### src/rtl/hwl_pkg.sv
// Package: shared types for the halfword byte-lane storage port.
// Assumes nothing beyond being compiled before the modules that import it.
package hwl_pkg;

    // Phase of the single in-flight access.
    typedef enum logic [1:0] {
        HWL_IDLE   = 2'd0,
        HWL_ACCESS = 2'd1,
        HWL_RESP   = 2'd2
    } hwl_phase_e;

endpackage

### src/rtl/hwl_parity_gen.sv
// Module: builds the stored cell from write data, one odd-parity bit per byte lane.
// Assumes lane g occupies bits [g*(BYTE_W+1) +: BYTE_W+1] with parity as its top bit.
module hwl_parity_gen #(
    parameter int BYTE_W = 8,
    parameter int LANES  = 2
) (
    input  logic [LANES*BYTE_W-1:0]     data_i,
    output logic [LANES*(BYTE_W+1)-1:0] cell_o
);
    localparam int SLOT_W = BYTE_W + 1;

    generate
        for (genvar g = 0; g < LANES; g++) begin : g_lane
            // Append the odd-parity bit above this lane's byte.
            assign cell_o[g*SLOT_W +: SLOT_W] =
                {~^data_i[g*BYTE_W +: BYTE_W], data_i[g*BYTE_W +: BYTE_W]};
        end
    endgenerate

endmodule

### src/rtl/hwl_parity_chk.sv
// Module: splits a stored cell into data bytes and per-lane odd-parity failure flags.
// Assumes the same cell layout as hwl_parity_gen.
module hwl_parity_chk #(
    parameter int BYTE_W = 8,
    parameter int LANES  = 2
) (
    input  logic [LANES*(BYTE_W+1)-1:0] cell_i,
    output logic [LANES*BYTE_W-1:0]     data_o,
    output logic [LANES-1:0]            err_o
);
    localparam int SLOT_W = BYTE_W + 1;

    generate
        for (genvar g = 0; g < LANES; g++) begin : g_lane
            // Strip parity and flag a lane whose nine bits hold an even count of ones.
            assign data_o[g*BYTE_W +: BYTE_W] = cell_i[g*SLOT_W +: BYTE_W];
            assign err_o[g] = ~(^cell_i[g*SLOT_W +: SLOT_W]);
        end
    endgenerate

endmodule

### src/rtl/hwl_write_lanes.sv
// Module: forms lane enables and lane data for halfword and byte writes.
// Assumes LANES is a power of two, at least 2, and big-endian byte order
// (byte offset 0 maps to the most significant lane).
module hwl_write_lanes #(
    parameter int BYTE_W = 8,
    parameter int LANES  = 2
) (
    input  logic                       byte_mode_i,
    input  logic [$clog2(LANES)-1:0]   off_i,
    input  logic [LANES*BYTE_W-1:0]    wdata_i,
    output logic [LANES-1:0]           be_o,
    output logic [LANES*BYTE_W-1:0]    lane_data_o
);
    localparam int SEL_W = $clog2(LANES);

    generate
        for (genvar g = 0; g < LANES; g++) begin : g_lane
            // Enable every lane for a halfword, only the addressed lane for a byte.
            assign be_o[g] = !byte_mode_i || (off_i == SEL_W'(LANES - 1 - g));
            // A byte write replicates the low input byte onto every lane.
            assign lane_data_o[g*BYTE_W +: BYTE_W] =
                byte_mode_i ? wdata_i[BYTE_W-1:0] : wdata_i[g*BYTE_W +: BYTE_W];
        end
    endgenerate

endmodule

### src/rtl/hwl_read_steer.sv
// Module: delivers a whole halfword, or moves the addressed byte and its error flag to lane 0.
// Assumes big-endian byte order within the row, as in hwl_write_lanes.
module hwl_read_steer #(
    parameter int BYTE_W = 8,
    parameter int LANES  = 2
) (
    input  logic                      byte_mode_i,
    input  logic [$clog2(LANES)-1:0]  off_i,
    input  logic [LANES*BYTE_W-1:0]   data_i,
    input  logic [LANES-1:0]          err_i,
    output logic [LANES*BYTE_W-1:0]   rdata_o,
    output logic [LANES-1:0]          perr_o
);
    localparam int SEL_W = $clog2(LANES);

    logic [SEL_W-1:0]  lane_sel;
    logic [BYTE_W-1:0] pick_data;
    logic              pick_err;

    // Translate the byte offset into the lane index it lives in.
    assign lane_sel = SEL_W'(LANES - 1) - off_i;

    // Choose the addressed lane, then pick the halfword or byte form of the result.
    always_comb begin
        pick_data = '0;
        pick_err  = 1'b0;
        for (int i = 0; i < LANES; i++) begin
            if (SEL_W'(i) == lane_sel) begin
                pick_data = data_i[i*BYTE_W +: BYTE_W];
                pick_err  = err_i[i];
            end
        end
        if (byte_mode_i) begin
            rdata_o               = '0;
            rdata_o[BYTE_W-1:0]   = pick_data;
            perr_o                = '0;
            perr_o[0]             = pick_err;
        end else begin
            rdata_o = data_i;
            perr_o  = err_i;
        end
    end

endmodule

### src/rtl/hword_lane_port.sv
// Module: top of the halfword byte-lane storage port. Accepts one request at a time,
// issues it to the array the cycle after acceptance (with ack), and presents read
// data the cycle after that.
// Assumes the requester holds its request fields until ack and that the array
// returns the addressed row one cycle after a read strobe.
module hword_lane_port
    import hwl_pkg::*;
#(
    parameter int ADDR_W = 17,
    parameter int BYTE_W = 8,
    parameter int LANES  = 2
) (
    input  logic                                   clk,
    input  logic                                   rst_n,
    input  logic                                   req_i,
    input  logic                                   wr_i,
    input  logic                                   byte_i,
    input  logic [ADDR_W-1:0]                      addr_i,
    input  logic [LANES*BYTE_W-1:0]                wdata_i,
    output logic                                   ack_o,
    output logic                                   rvalid_o,
    output logic [LANES*BYTE_W-1:0]                rdata_o,
    output logic [LANES-1:0]                       perr_o,
    output logic                                   mem_en_o,
    output logic                                   mem_wr_o,
    output logic [LANES-1:0]                       mem_be_o,
    output logic [ADDR_W-$clog2(LANES)-1:0]        mem_row_o,
    output logic [LANES*(BYTE_W+1)-1:0]            mem_wdata_o,
    input  logic [LANES*(BYTE_W+1)-1:0]            mem_rdata_i
);
    localparam int SEL_W  = $clog2(LANES);
    localparam int ROW_W  = ADDR_W - SEL_W;
    localparam int DATA_W = LANES * BYTE_W;
    localparam int CELL_W = LANES * (BYTE_W + 1);

    typedef struct packed {
        logic              wr;
        logic              byte_mode;
        logic [SEL_W-1:0]  off;
        logic [ROW_W-1:0]  row;
        logic [DATA_W-1:0] wdata;
    } hwl_cmd_t;

    hwl_phase_e        phase_q, phase_d;
    hwl_cmd_t          cmd_q;
    logic [LANES-1:0]  lane_be;
    logic [DATA_W-1:0] lane_data;
    logic [DATA_W-1:0] rd_data;
    logic [LANES-1:0]  rd_err;
    logic [DATA_W-1:0] steer_data;
    logic [LANES-1:0]  steer_err;
    logic              in_access;
    logic              in_resp;

    // Advance the access phase: idle -> access -> (response for reads) -> idle.
    always_comb begin
        phase_d = phase_q;
        unique case (phase_q)
            HWL_IDLE:   if (req_i) phase_d = HWL_ACCESS;
            HWL_ACCESS: phase_d = cmd_q.wr ? HWL_IDLE : HWL_RESP;
            HWL_RESP:   phase_d = HWL_IDLE;
            default:    phase_d = HWL_IDLE;
        endcase
    end

    // Hold the phase register under synchronous active-low reset.
    always_ff @(posedge clk) begin
        if (!rst_n) phase_q <= HWL_IDLE;
        else        phase_q <= phase_d;
    end

    // Capture the request fields when a request is accepted from idle.
    always_ff @(posedge clk) begin
        if (!rst_n) begin
            cmd_q <= '0;
        end else if (phase_q == HWL_IDLE && req_i) begin
            cmd_q.wr        <= wr_i;
            cmd_q.byte_mode <= byte_i;
            cmd_q.off       <= addr_i[SEL_W-1:0];
            cmd_q.row       <= addr_i[ADDR_W-1:SEL_W];
            cmd_q.wdata     <= wdata_i;
        end
    end

    assign in_access = (phase_q == HWL_ACCESS);
    assign in_resp   = (phase_q == HWL_RESP);

    hwl_write_lanes #(.BYTE_W(BYTE_W), .LANES(LANES)) i_wr_lanes (
        .byte_mode_i (cmd_q.byte_mode),
        .off_i       (cmd_q.off),
        .wdata_i     (cmd_q.wdata),
        .be_o        (lane_be),
        .lane_data_o (lane_data)
    );

    hwl_parity_gen #(.BYTE_W(BYTE_W), .LANES(LANES)) i_par_gen (
        .data_i (lane_data),
        .cell_o (mem_wdata_o)
    );

    hwl_parity_chk #(.BYTE_W(BYTE_W), .LANES(LANES)) i_par_chk (
        .cell_i (mem_rdata_i),
        .data_o (rd_data),
        .err_o  (rd_err)
    );

    hwl_read_steer #(.BYTE_W(BYTE_W), .LANES(LANES)) i_rd_steer (
        .byte_mode_i (cmd_q.byte_mode),
        .off_i       (cmd_q.off),
        .data_i      (rd_data),
        .err_i       (rd_err),
        .rdata_o     (steer_data),
        .perr_o      (steer_err)
    );

    // Drive the array strobes during the access phase only.
    assign ack_o     = in_access;
    assign mem_en_o  = in_access;
    assign mem_wr_o  = in_access && cmd_q.wr;
    assign mem_be_o  = (in_access && cmd_q.wr) ? lane_be : '0;
    assign mem_row_o = cmd_q.row;

    // Present read results in the response phase, zero otherwise.
    assign rvalid_o = in_resp;
    assign rdata_o  = in_resp ? steer_data : '0;
    assign perr_o   = in_resp ? steer_err  : '0;

endmodule

### config.mk
export PLATFORM = sky130hd
export DESIGN_NAME = hword_lane_port
export DESIGN_NICKNAME = d
export VERILOG_FILES = /design/src/rtl/hwl_pkg.sv /design/src/rtl/hwl_parity_gen.sv /design/src/rtl/hwl_parity_chk.sv /design/src/rtl/hwl_write_lanes.sv /design/src/rtl/hwl_read_steer.sv /design/src/rtl/hword_lane_port.sv
export SDC_FILE = /design/constraint.sdc
export NUM_CORES = 1
export LEC_CHECK = 0
export BUFFER_PORTS_ARGS = -buffer_cell sky130_fd_sc_hd__buf_4
export CORE_MARGIN = 3
export CORE_UTILIZATION = 40
export DETAILED_ROUTE_END_ITERATION = 12
export PLACE_DENSITY_LB_ADDON = 0.25
export SLEW_MARGIN = 25
export SYNTH_ARGS = -nofsm -noshare
export SYNTH_HDL_FRONTEND = slang
export SYNTH_SLANG_ARGS = --single-unit
### constraint.sdc
create_clock -name clk -period 2 [get_ports clk]
set_input_delay 0.1 -clock clk [delete_from_list [all_inputs] [get_ports clk]]
set_output_delay 0.1 -clock clk [all_outputs]
set_load 0.01 [all_outputs]
==> results by group <==
Run status
  • Status: completed

Timing
  • Period minus WS final: 1.851 ns
  • Worst-Margin Slew: 0.5272 ns
  • Slew margin rel.: 0.6485
  • TNS Setup: 0 ns
  • Setup-failing EPs final: 0
  • Max Freq: 540.2 MHz
  • RSZ-0062 raised after global routing: false
  • Hold Fails Final Rpt: 0
  • Final hold slack: 0.05029 ns
  • Fin crit share: 0.9256
  • Clock Skews: ~0.0064 ns
  • Max-slew violation count: 0

Detailed routing
  • Detail Route Antenna Nets: 0
  • Total wire length: 5.389 mm
  • Vias per std cell: 4.631
  • Post-route DRC: 0
  • Detailed-router iteration count before antenna repair: 4
  • WL/cell: 12.59 um
  • Initial DRC count: 61
  • Via count: around 2000

Pwr
  • Pwr/cell area: 667.0 nW/um^2
  • Worst VDD drop: 0.3286 mV
  • Sequential share of power: 0.403
  • LEAKAGE: 1.485 nW
  • Clock power share: 0.320
  • Gate power share: 0.276
  • Int Pwr: 1.472 mW
  • Net Sw Frac: 0.2739
  • NetSw: 0.5552 mW

Critical path
  • Cell Chain, Critical Path: mux2_2 > xnor3_1 > xnor2_1 > buf_4
  • R2R Setup Slk: around 0.56 ns
  • Worst setup startpoint: cmd_q[33]
  • Worst Setup End Kind: output port
  • CP max FO: 5
  • Critical Path Sink: mem_wdata_o[17]
  • Critical path arrival: 1.75 ns
  • Worst reg2reg path depth: 5
  • Setup CP Type: reg -> out
  • CP max-delay cell: dfxtp_1
  • Crit path largest cell delay: approximately 0.42 ns
  • Crit start category: flop
  • Critical Path RT: 1.90 ns
  • Worst r2r src: phase_q[1]
  • R2r endpoint: mem_row_o[2]

Final layout
  • Share of cells above drive strength 1: 0.3799
  • Commonest non-fill, non-tap cell in the layout: buf_4
  • Final Util: 0.5803
  • Syn-to-layout area delta: 37.62%
  • Fill count: between 500 and 600
  • Ant diodes: 0
  • Most frequent cells in the layout: 119 x buf_4, 89 x nand2_1, 37 x dfxtp_1, 30 x a21boi_1, 12 x xnor2_1
  • Final net count: 413

Floorplan
  • # rows: 26
  • Placeable Area: 5238 um^2
  • Initial core utilization: 0.4216
  • Die span in y: 80.30 um
  • I/O pins: 114
  • Die Area: 6448 um^2
  • Die width: 80.30 um

CTS
  • CTS Sinks: 37
  • Post-CTS Repair Setup Buffers: 0
  • Clock Path Buffers: 2
  • Clk pin slew, worst setup/hold paths: around 0.080 ns
  • Htree depth: 2
  • TritonCTS Buffers: 5
  • Post-CTS Resized: 0
  • CTS tree: built
  • CTS Hold Buffers Added: 0
  • Clock Latency Late Sink: between 0.2 and 0.3 ns
  • CTS Root Cell: clkbuf_8

Min path
  • Hold/Removal Path Class: in -> reg

Synthesis
  • Yosys reg bits: 37
  • Synth Warn #: 0
  • Synth cell types: 25
  • Synth top area share: 0.3354
  • Top cells by area, synth: dfxtp_1 34%, nand2_1 15%, a21boi_1 10%, buf_4 8.5%, xnor3_1 5.1%
  • Syn nets: 328
  • Mapped Avg Cell Area: roughly 8.1 um^2
  • Mapped Area: between 2000 and 2500 um^2
  • Leading area contributor after synthesis: dfxtp_1
  • Cells after Synth: 272
  • Share of the yosys chip area belonging to registers: 0.3354

GRT
  • Grt ovf: 0
  • Vias in the first global route: 1952
  • Initial antenna violation count: 0
  • Largest net degree at the start of global routing: 38
  • Total track usage: 0.1705
  • First-pass GRT wire length: 8.763 mm

Placed design
  • HPWL after DPL: 4.090 mm
  • Port Buf Inserts: 113
  • Final GP Congestion: 0.7298

Job
  • Number of max-cap violations: 0
layer usage:
layer / vias up / GRT usage / routed length (um)
met5: - / 0 / 0
met4: 0 / 0.03547 / 34
met3: 5 / 0.05605 / 487
met1: 890 / 0.2110 / 2337
li1: 1016 / - / -
met2: 71 / 0.2881 / 2530
sequential cells by signal (all words and copies together), names as in the netlist:
name / count
mem_row_o: 16
phase_q: 2
cmd_q: 19
power by group through the flow:
| stage | sequential, mW | clock [mW] | combinational (mW) |
|---|---|---|---|
| 4_1_cts | 0.818 | 0.669 | 0.571 |
| 3_3_place_gp | 0.833 | 0 | 0.564 |
| 6_report | 0.817 | 0.650 | 0.560 |
| 5_1_grt | 0.825 | 0.693 | 0.619 |
| 2_1_floorplan | 0.825 | 0 | 0.358 |
| 3_5_place_dp | 0.835 | 0 | 0.570 |
synth_stat cells:
cell type,n
nor2b_1,2
mux2_4,1
xor2_1,7
buf_2,5
buf_6,1
mux2_2,8
and2_1,9
a21boi_0,5
and3b_1,1
nor3_1,2
nor3b_1,2
buf_4,25
nand2_1,89
dfxtp_1,37
a21boi_1,30
xnor3_1,5
inv_1,2
xnor2_1,12
nor3_2,1
mux2i_1,3
nor2_1,3
a21oi_1,9
nand2b_1,2
and3_1,1
clkbuf_1,10
worst max-delay path, delay by kind of cell (launching register included):
kind,cells,cell delay [ns]
mux,1,0.39
buf+inv,1,0.15
xor+xnor,2,0.52
flops,1,0.42
per-stage QoR:
stage	cell area (um^2)	std cells	setup slack, ns	power, mW
finish	3039	428	0.1487	2.027
global placement	2928	420	0.4416	1.397
floorplan	2208	272	0.5175	1.183
CTS	3039	428	0.1128	2.058
global route	3039	428	0.01529	2.137
detailed placement	2928	420	0.4334	1.405
kinds of logic (layout without fill, tap and decap cells):
group	Yosys count	after routing	share of synthesized area
and+or+nand+nor	112	112	0.2159
DFF	37	37	0.3354
muxes	12	12	0.06119
buffers and inverters	43	129	0.1218
AOI/OAI and AO/OA	44	44	0.1394
xor gates and xnor gates	24	24	0.1263
cell type report:
class | count | area (um^2) | area share
clock inverter | 2 | 38.79 | 0.01276
sequential | 37 | 740.7 | 0.2437
tap | 70 | 87.58 | 0.02882
inverter | 2 | 7.507 | 0.002470
clock buffer | 6 | 72.57 | 0.02388
multi-input combinational | 192 | 1199 | 0.3944
timing repair buffer | 119 | 893.4 | 0.2939
worst min path at each step:
stage	start	end	slack, ns	cells past startpoint
finish	addr_i[0]	cmd_q[32]	0.05	3
global placement	addr_i[9]	mem_row_o[8]	0.35	3
detailed placement	addr_i[4]	mem_row_o[3]	0.36	3
global route	wdata_i[15]	cmd_q[15]	0.04	3
CTS	addr_i[6]	mem_row_o[5]	0.04	3
floorplan	wdata_i[12]	cmd_q[12]	0.23	2
Power figures use the tool's default switching activity.
